### src/rtl/esr_pkg.sv
// Shared constants for the sticky event status register.
// Assumes an 8-bit register and a fixed bit assignment per event class.
package esr_pkg;
    localparam int ESR_W      = 8;
    localparam int POS_PON    = 7;
    localparam int POS_USER   = 6;
    localparam int POS_CMD    = 5;
    localparam int POS_EXE    = 4;
    localparam int POS_DEV    = 3;
    localparam int POS_QRY    = 2;
    localparam int POS_CTL    = 1;
    localparam int POS_OPC    = 0;
    localparam int SB_SUM_POS = 5;
    // Bits that hold state; unused positions are forced to zero.
    localparam logic [ESR_W-1:0] ESR_IMPL = 8'b1011_1101;
    // Value after power-on: power flag set.
    localparam logic [ESR_W-1:0] ESR_RST  = 8'b1000_0000;
endpackage

### src/rtl/esr_event_map.sv
// Event map: folds the per-class strobe groups into one set vector
// with a fixed bit per class, and drops strobes aimed at unused bits.
// It also registers the output-queue flush pulse.
// Assumes every strobe is a single-cycle, synchronous pulse.
module esr_event_map
    import esr_pkg::*;
#(
    parameter int PAR_N = 4,
    parameter int EXE_N = 3,
    parameter int QRY_N = 3
) (
    input  logic             clk,
    input  logic             rst_n,
    input  logic             pwr_resume,
    input  logic [PAR_N-1:0] parse_err,
    input  logic [EXE_N-1:0] exec_err,
    input  logic             dev_fault,
    input  logic [QRY_N-1:0] qry_err,
    input  logic             opc_done,
    input  logic             user_req,
    input  logic             ctl_req,
    output logic [ESR_W-1:0] set_vec,
    output logic             oq_flush
);
    logic [ESR_W-1:0] raw_vec;

    // Place each event class at its fixed bit position.
    always_comb begin
        raw_vec           = '0;
        raw_vec[POS_PON]  = pwr_resume;
        raw_vec[POS_USER] = user_req;
        raw_vec[POS_CMD]  = |parse_err;
        raw_vec[POS_EXE]  = |exec_err;
        raw_vec[POS_DEV]  = dev_fault;
        raw_vec[POS_QRY]  = |qry_err;
        raw_vec[POS_CTL]  = ctl_req;
        raw_vec[POS_OPC]  = opc_done;
    end

    // Keep only the positions that hold state.
    assign set_vec = raw_vec & ESR_IMPL;

    // Flush pulse appears in the same cycle the query-error bit shows up.
    always_ff @(posedge clk) begin
        if (!rst_n) oq_flush <= 1'b0;
        else        oq_flush <= |qry_err;
    end

    AST_FLUSH_PULSE: assert property (@(posedge clk) disable iff (!rst_n)
        (|qry_err) |=> oq_flush);
    AST_FLUSH_ENDS: assert property (@(posedge clk) disable iff (!rst_n)
        !(|qry_err) |=> !oq_flush);
    AST_CMD_MAP: assert property (@(posedge clk) disable iff (!rst_n)
        (|parse_err) |-> set_vec[POS_CMD]);
    AST_UNUSED_DROP: assert property (@(posedge clk) disable iff (!rst_n)
        (set_vec[POS_USER] == 1'b0) && (set_vec[POS_CTL] == 1'b0));
endmodule

### src/rtl/esr_sticky_bits.sv
// Sticky bit array: each implemented bit is set by its strobe and
// stays set until a clear.  A clear and a set in the same cycle
// resolve as clear first, then set.  Unimplemented bits stay at zero.
// Assumes a synchronous active-low reset that loads RST_VAL.
module esr_sticky_bits #(
    parameter int              W       = 8,
    parameter logic [W-1:0]    IMPL    = '1,
    parameter logic [W-1:0]    RST_VAL = '0
) (
    input  logic         clk,
    input  logic         rst_n,
    input  logic         clr,
    input  logic [W-1:0] set_vec,
    output logic [W-1:0] q
);
    for (genvar i = 0; i < W; i++) begin : g_bit
        localparam logic KEEP = IMPL[i];
        localparam logic INIT = RST_VAL[i] & IMPL[i];
        // One sticky flop: clear first, then OR in the set strobe.
        always_ff @(posedge clk) begin
            if (!rst_n) q[i] <= INIT;
            else        q[i] <= KEEP & ((q[i] & ~clr) | set_vec[i]);
        end
    end

    AST_STICKY_HOLD: assert property (@(posedge clk) disable iff (!rst_n)
        !clr |=> ((q & $past(q)) == $past(q)));
    AST_CLEAR_SET: assert property (@(posedge clk) disable iff (!rst_n)
        clr |=> (q == ($past(set_vec) & IMPL)));
    AST_UNUSED_LOW: assert property (@(posedge clk) disable iff (!rst_n)
        (q & ~IMPL) == '0);
endmodule

### src/rtl/esr_summary.sv
// Enable mask register and masked summary.  The mask loads on a
// write strobe; the summary is the OR of register AND mask, and is
// also placed at one position of a status-byte fragment.
// Assumes the summary is consumed combinationally downstream.
module esr_summary #(
    parameter int W       = 8,
    parameter int SUM_POS = 5
) (
    input  logic         clk,
    input  logic         rst_n,
    input  logic         mask_we,
    input  logic [W-1:0] mask_wdata,
    input  logic [W-1:0] status,
    output logic [W-1:0] mask_q,
    output logic         esb,
    output logic [W-1:0] stb_frag
);
    // Mask storage, cleared by reset.
    always_ff @(posedge clk) begin
        if (!rst_n)       mask_q <= '0;
        else if (mask_we) mask_q <= mask_wdata;
    end

    // Masked OR reduction.
    assign esb = |(status & mask_q);

    for (genvar i = 0; i < W; i++) begin : g_frag
        if (i == SUM_POS) begin : g_sum
            assign stb_frag[i] = esb;
        end else begin : g_zero
            assign stb_frag[i] = 1'b0;
        end
    end

    AST_MASK_LOAD: assert property (@(posedge clk) disable iff (!rst_n)
        mask_we |=> (mask_q == $past(mask_wdata)));
    AST_MASK_HOLD: assert property (@(posedge clk) disable iff (!rst_n)
        !mask_we |=> $stable(mask_q));
    AST_ESB_GATED: assert property (@(posedge clk) disable iff (!rst_n)
        (mask_q == '0) |-> !esb);
endmodule

### src/rtl/event_status_reg.sv
// Top of the sticky event status register.  Wires the event map,
// the sticky bit array and the mask/summary stage together and
// merges the two clear strobes.
// Assumes all inputs are synchronous to clk.
module event_status_reg
    import esr_pkg::*;
#(
    parameter int PAR_N = 4,
    parameter int EXE_N = 3,
    parameter int QRY_N = 3
) (
    input  logic             clk,
    input  logic             rst_n,
    input  logic             pwr_resume,
    input  logic [PAR_N-1:0] parse_err,
    input  logic [EXE_N-1:0] exec_err,
    input  logic             dev_fault,
    input  logic [QRY_N-1:0] qry_err,
    input  logic             opc_done,
    input  logic             user_req,
    input  logic             ctl_req,
    input  logic             clr_status,
    input  logic             err_query,
    input  logic             mask_we,
    input  logic [ESR_W-1:0] mask_wdata,
    output logic [ESR_W-1:0] status_q,
    output logic [ESR_W-1:0] mask_q,
    output logic             esb,
    output logic [ESR_W-1:0] stb_frag,
    output logic             oq_flush
);
    logic [ESR_W-1:0] set_vec;
    logic             clr_any;

    // Either command clears the register.
    assign clr_any = clr_status | err_query;

    esr_event_map #(.PAR_N(PAR_N), .EXE_N(EXE_N), .QRY_N(QRY_N)) u_map (
        .clk        (clk),
        .rst_n      (rst_n),
        .pwr_resume (pwr_resume),
        .parse_err  (parse_err),
        .exec_err   (exec_err),
        .dev_fault  (dev_fault),
        .qry_err    (qry_err),
        .opc_done   (opc_done),
        .user_req   (user_req),
        .ctl_req    (ctl_req),
        .set_vec    (set_vec),
        .oq_flush   (oq_flush)
    );

    esr_sticky_bits #(.W(ESR_W), .IMPL(ESR_IMPL), .RST_VAL(ESR_RST)) u_bits (
        .clk     (clk),
        .rst_n   (rst_n),
        .clr     (clr_any),
        .set_vec (set_vec),
        .q       (status_q)
    );

    esr_summary #(.W(ESR_W), .SUM_POS(SB_SUM_POS)) u_sum (
        .clk        (clk),
        .rst_n      (rst_n),
        .mask_we    (mask_we),
        .mask_wdata (mask_wdata),
        .status     (status_q),
        .mask_q     (mask_q),
        .esb        (esb),
        .stb_frag   (stb_frag)
    );

    AST_RESET_STATE: assert property (@(posedge clk)
        !rst_n |=> (status_q == ESR_RST) && (mask_q == '0) && !oq_flush);
    AST_OPC_SET: assert property (@(posedge clk) disable iff (!rst_n)
        opc_done |=> status_q[POS_OPC]);
    AST_PON_SET: assert property (@(posedge clk) disable iff (!rst_n)
        pwr_resume |=> status_q[POS_PON]);
    AST_DEV_SET: assert property (@(posedge clk) disable iff (!rst_n)
        dev_fault |=> status_q[POS_DEV]);
    AST_EXE_SET: assert property (@(posedge clk) disable iff (!rst_n)
        (|exec_err) |=> status_q[POS_EXE]);
    AST_FRAG_ALIGN: assert property (@(posedge clk) disable iff (!rst_n)
        (stb_frag[SB_SUM_POS] == esb) && ($countones(stb_frag) <= 1));
endmodule

### config.mk
export PLATFORM = sky130hd
export DESIGN_NAME = event_status_reg
export DESIGN_NICKNAME = d
export VERILOG_FILES = /design/src/rtl/esr_pkg.sv /design/src/rtl/esr_event_map.sv /design/src/rtl/esr_sticky_bits.sv /design/src/rtl/esr_summary.sv /design/src/rtl/event_status_reg.sv
export SDC_FILE = /design/constraint.sdc
export NUM_CORES = 1
export LEC_CHECK = 0
export ABC_AREA = 0
export CELL_PAD_IN_SITES_DETAIL_PLACEMENT = 2
export CELL_PAD_IN_SITES_GLOBAL_PLACEMENT = 2
export CORE_ASPECT_RATIO = 0.75
export CORE_UTILIZATION = 17
export DETAILED_ROUTE_END_ITERATION = 10
export PLACE_DENSITY_LB_ADDON = 0.1
export SETUP_SLACK_MARGIN = 0.05
export SYNTH_ARGS = -nofsm -noshare
export SYNTH_HDL_FRONTEND = slang
export SYNTH_SLANG_ARGS = --single-unit
### constraint.sdc
create_clock -name clk -period 1.7 [get_ports clk]
set_clock_uncertainty 0.2 [all_clocks]
set_input_delay 0.425 -clock clk [delete_from_list [all_inputs] [get_ports clk]]
set_output_delay 0.425 -clock clk [all_outputs]
set_load 0.05 [all_outputs]
==> results.json <==
{
  "status": "finished, violations left",
  "violations": "negative setup slack",
  "routed_wl_mm": 2.109,
  "synth_top_family_by_area": "buffers and inverters",
  "yosys.area_share.simple": 0.1203,
  "synth.top_cells.by_count": "dfxtp_1, buf_4, nor2_1",
  "fin_nets": 136,
  "ir_drop_mv": 0.4007,
  "hold_viol": 0,
  "drive_gt1_frac": 0.4019,
  "row_count": 18,
  "ys_seq_elements": 15,
  "antenna_found_initial": 0,
  "ys_warn_count": 0,
  "p_per_area_nw_per_um2": 802.4,
  "fin_crit_sh": 1.034,
  "critPathKind": "reg2out",
  "max_freq_mhz": 568.9,
  "synth_edf_count": 0,
  "syn_area_um2": 634.4,
  "r2r-start": "u_bits.q[3]",
  "cp-start-kind": "flop",
  "fin_util": 0.3977,
  "port_buffers": 42,
  "die_h_um": 54.90,
  "min_from": "u_bits.q[5]",
  "ff2ff_setup_slack_ns": 0.72,
  "drv_slew": 0,
  "cts_tree": "built",
  "min_to": "u_bits.q[5]",
  "first_global_vias": 640,
  "p_leak_uw": 0.0005652,
  "rsz0062_at_grt": "true",
  "synthCells": 61,
  "drt-pass1-iter-count": 2,
  "drc": 0,
  "dieArea_um2": 3982,
  "setup_ws_ns": -0.05768,
  "drtIter0Drc": 16,
  "wl_per_cell_um": 13.43,
  "grt-ovfl-total": 0,
  "htree_levels": 1,
  "synth.top_cell.area_share": 0.4734,
  "r2r-end": "u_bits.q[3]",
  "place_congestion": 0.6152,
  "synthTopCellsByArea": "dfxtp_1, buf_4, mux2i_1, nor2_1, a22oi_1",
  "avgSynthCellArea_um2": 10.40,
  "ios": 54,
  "via_count": 604,
  "hpwlAfterDp_mm": 1.723,
  "drtAntennaViolNets": 0,
  "cts_buffer_depth": 2,
  "fin_tns_setup_ns": -0.1143,
  "muxShareOfSynthArea": 0.1262,
  "cts_sinks": 15,
  "synth_largest_area_cell": "dfxtp_1",
  "power_uw": 1092,
  "avgViaCountPerCell": 3.847,
  "core_area_um2": 3423,
  "worstRegToRegCells": 2,
  "synth_seq_area_share": 0.4734,
  "grt_pass1_wl_mm": 3.167,
  "synth-compound-area-share": 0.1302,
  "finalSetupViolCount": 2,
  "clock_latency_ns": 0.24,
  "ys.flop_type": "dfxtp_1",
  "clkSlewWorstSetupHoldPaths_ns": 0.06,
  "area_growth_pct": 114.6,
  "grt_start_max_net_pins": 11,
  "whs_path_depth": 1,
  "start_util": 0.1853,
  "hp-class": "reg2reg",
  "grt_use_total": 0.1151,
  "cts_root_buffer": "clkbuf_8",
  "synth_fa_ha_area_frac": 0,
  "maxCapViolCount": 0,
  "async_reset_ff_frac": 0,
  "dieWidth_um": 72.54,
  "holdBufCountCts": 0,
  "synth-xor-area-share": 0,
  "arrival_ns": 1.13,
  "worstPathRequired_ns": 1.07,
  "numCtsBuffers": 3,
  "synthMostInstantiatedCell": "dfxtp_1",
  "antenna_cells": 0,
  "endpoint_kind": "output port",
  "finalCriticalPeriod_ns": 1.758,
  "worst-path-max-fanout": 3,
  "synth.distinct_cells": 19
}
[critical path: stages (launching register included)]
cell	delay [ns]
dfxtp_4	0.36
a22oi_2	0.23
nand3_4	0.12
buf_8	0.17
[how the worst max path moves through the flow]
| stage | startpoint | endpoint | slack [ns] | cells after the start |
|---|---|---|---|---|
| global placement | rst_n | u_bits.q[3] | 0.01 | 3 |
| global route | u_bits.q[3] | stb_frag[5] | -0.12 | 3 |
| finish | u_sum.mask_q[5] | stb_frag[5] | -0.06 | 3 |
| CTS | u_bits.q[3] | stb_frag[5] | -0.08 | 3 |
| detailed placement | mask_we | u_sum.mask_q[0] | -0.04 | 4 |
| floorplan | u_sum.mask_q[4] | stb_frag[5] | 0.03 | 3 |
[cells by family after synthesis]
group           count (synthesis)
compound gates                 10
mux                             8
simple gates                   14
flops                          15
other cells                     1
buf+inv                        13
[timing repair]
item / in CTS / in global routing
pin swaps: 2 / 0
endpoints found under the setup margin: 2 / 2
setup buffers: 1 / 0
resized for setup: 5 / 0
[final cells by class]
type                            count  area (µm²)
Fill cell                         369        2062
Timing Repair Buffer               46       623.1
Sequential cell                    15       325.3
Multi-Input combinational cell     41       300.3
Tap cell                           50       62.56
Clock buffer                        3       41.29
Clock inverter                      1       5.005
Inverter                            1       3.754
[through the flow]
step	setup slack, ns	instances	hold slack, ns	instance area [µm²]
2_1_floorplan	0.02668	69	0.3193	721.9
3_3_place_gp	0.01354	152	0.2928	1290
3_5_place_dp	-0.03641	152	0.2935	1290
4_1_cts	-0.08489	157	0.3064	1361
5_1_grt	-0.1156	157	0.3218	1361
6_report	-0.05768	157	0.3018	1361
[cell usage in the layout, fill, tap and decap left out]
master | synthesis | layout
nor4_1 | 1 | 1
nor3b_4 | 1 | 1
inv_1 | 1 | 1
a22oi_2 | 0 | 3
dfxtp_2 | 0 | 8
conb_1 | 1 | 9
a21o_2 | 1 | 1
nand3_4 | 0 | 1
clkdlybuf4s50_1 | 0 | 25
dfxtp_4 | 0 | 4
a22o_1 | 1 | 1
nor3_1 | 1 | 1
o31a_1 | 1 | 1
clkinv_2 | 0 | 1
clkbuf_8 | 0 | 3
buf_8 | 0 | 2
o2bb2ai_1 | 2 | 2
buf_4 | 11 | 3
nor3b_1 | 1 | 1
nor2_1 | 9 | 9
o21a_1 | 1 | 1
mux2i_1 | 8 | 8
buf_12 | 0 | 16
dfxtp_1 | 15 | 3
a211o_1 | 1 | 1
[state kept, by name, indices dropped and copies added (netlist names)]
register	cells
u_sum.mask_q	8
u_bits.q	6
u_map.oq_flush	1
[per-layer routing]
metal	part of all wire	track usage	up-vias
li1	-	-	288
met1	0.43	0.1325	278
met2	0.46	0.1978	36
met3	0.11	0.05797	2
met4	0.0038	0.01961	0
met5	0	0	-
[power breakdown]
group          internal (µW)  total [µW]  switching (µW)
Combinational            190         398             208
Sequential               375         406            30.9
Clock                    162         288             126
No activity file was read; power rests on OpenSTA's default activity.
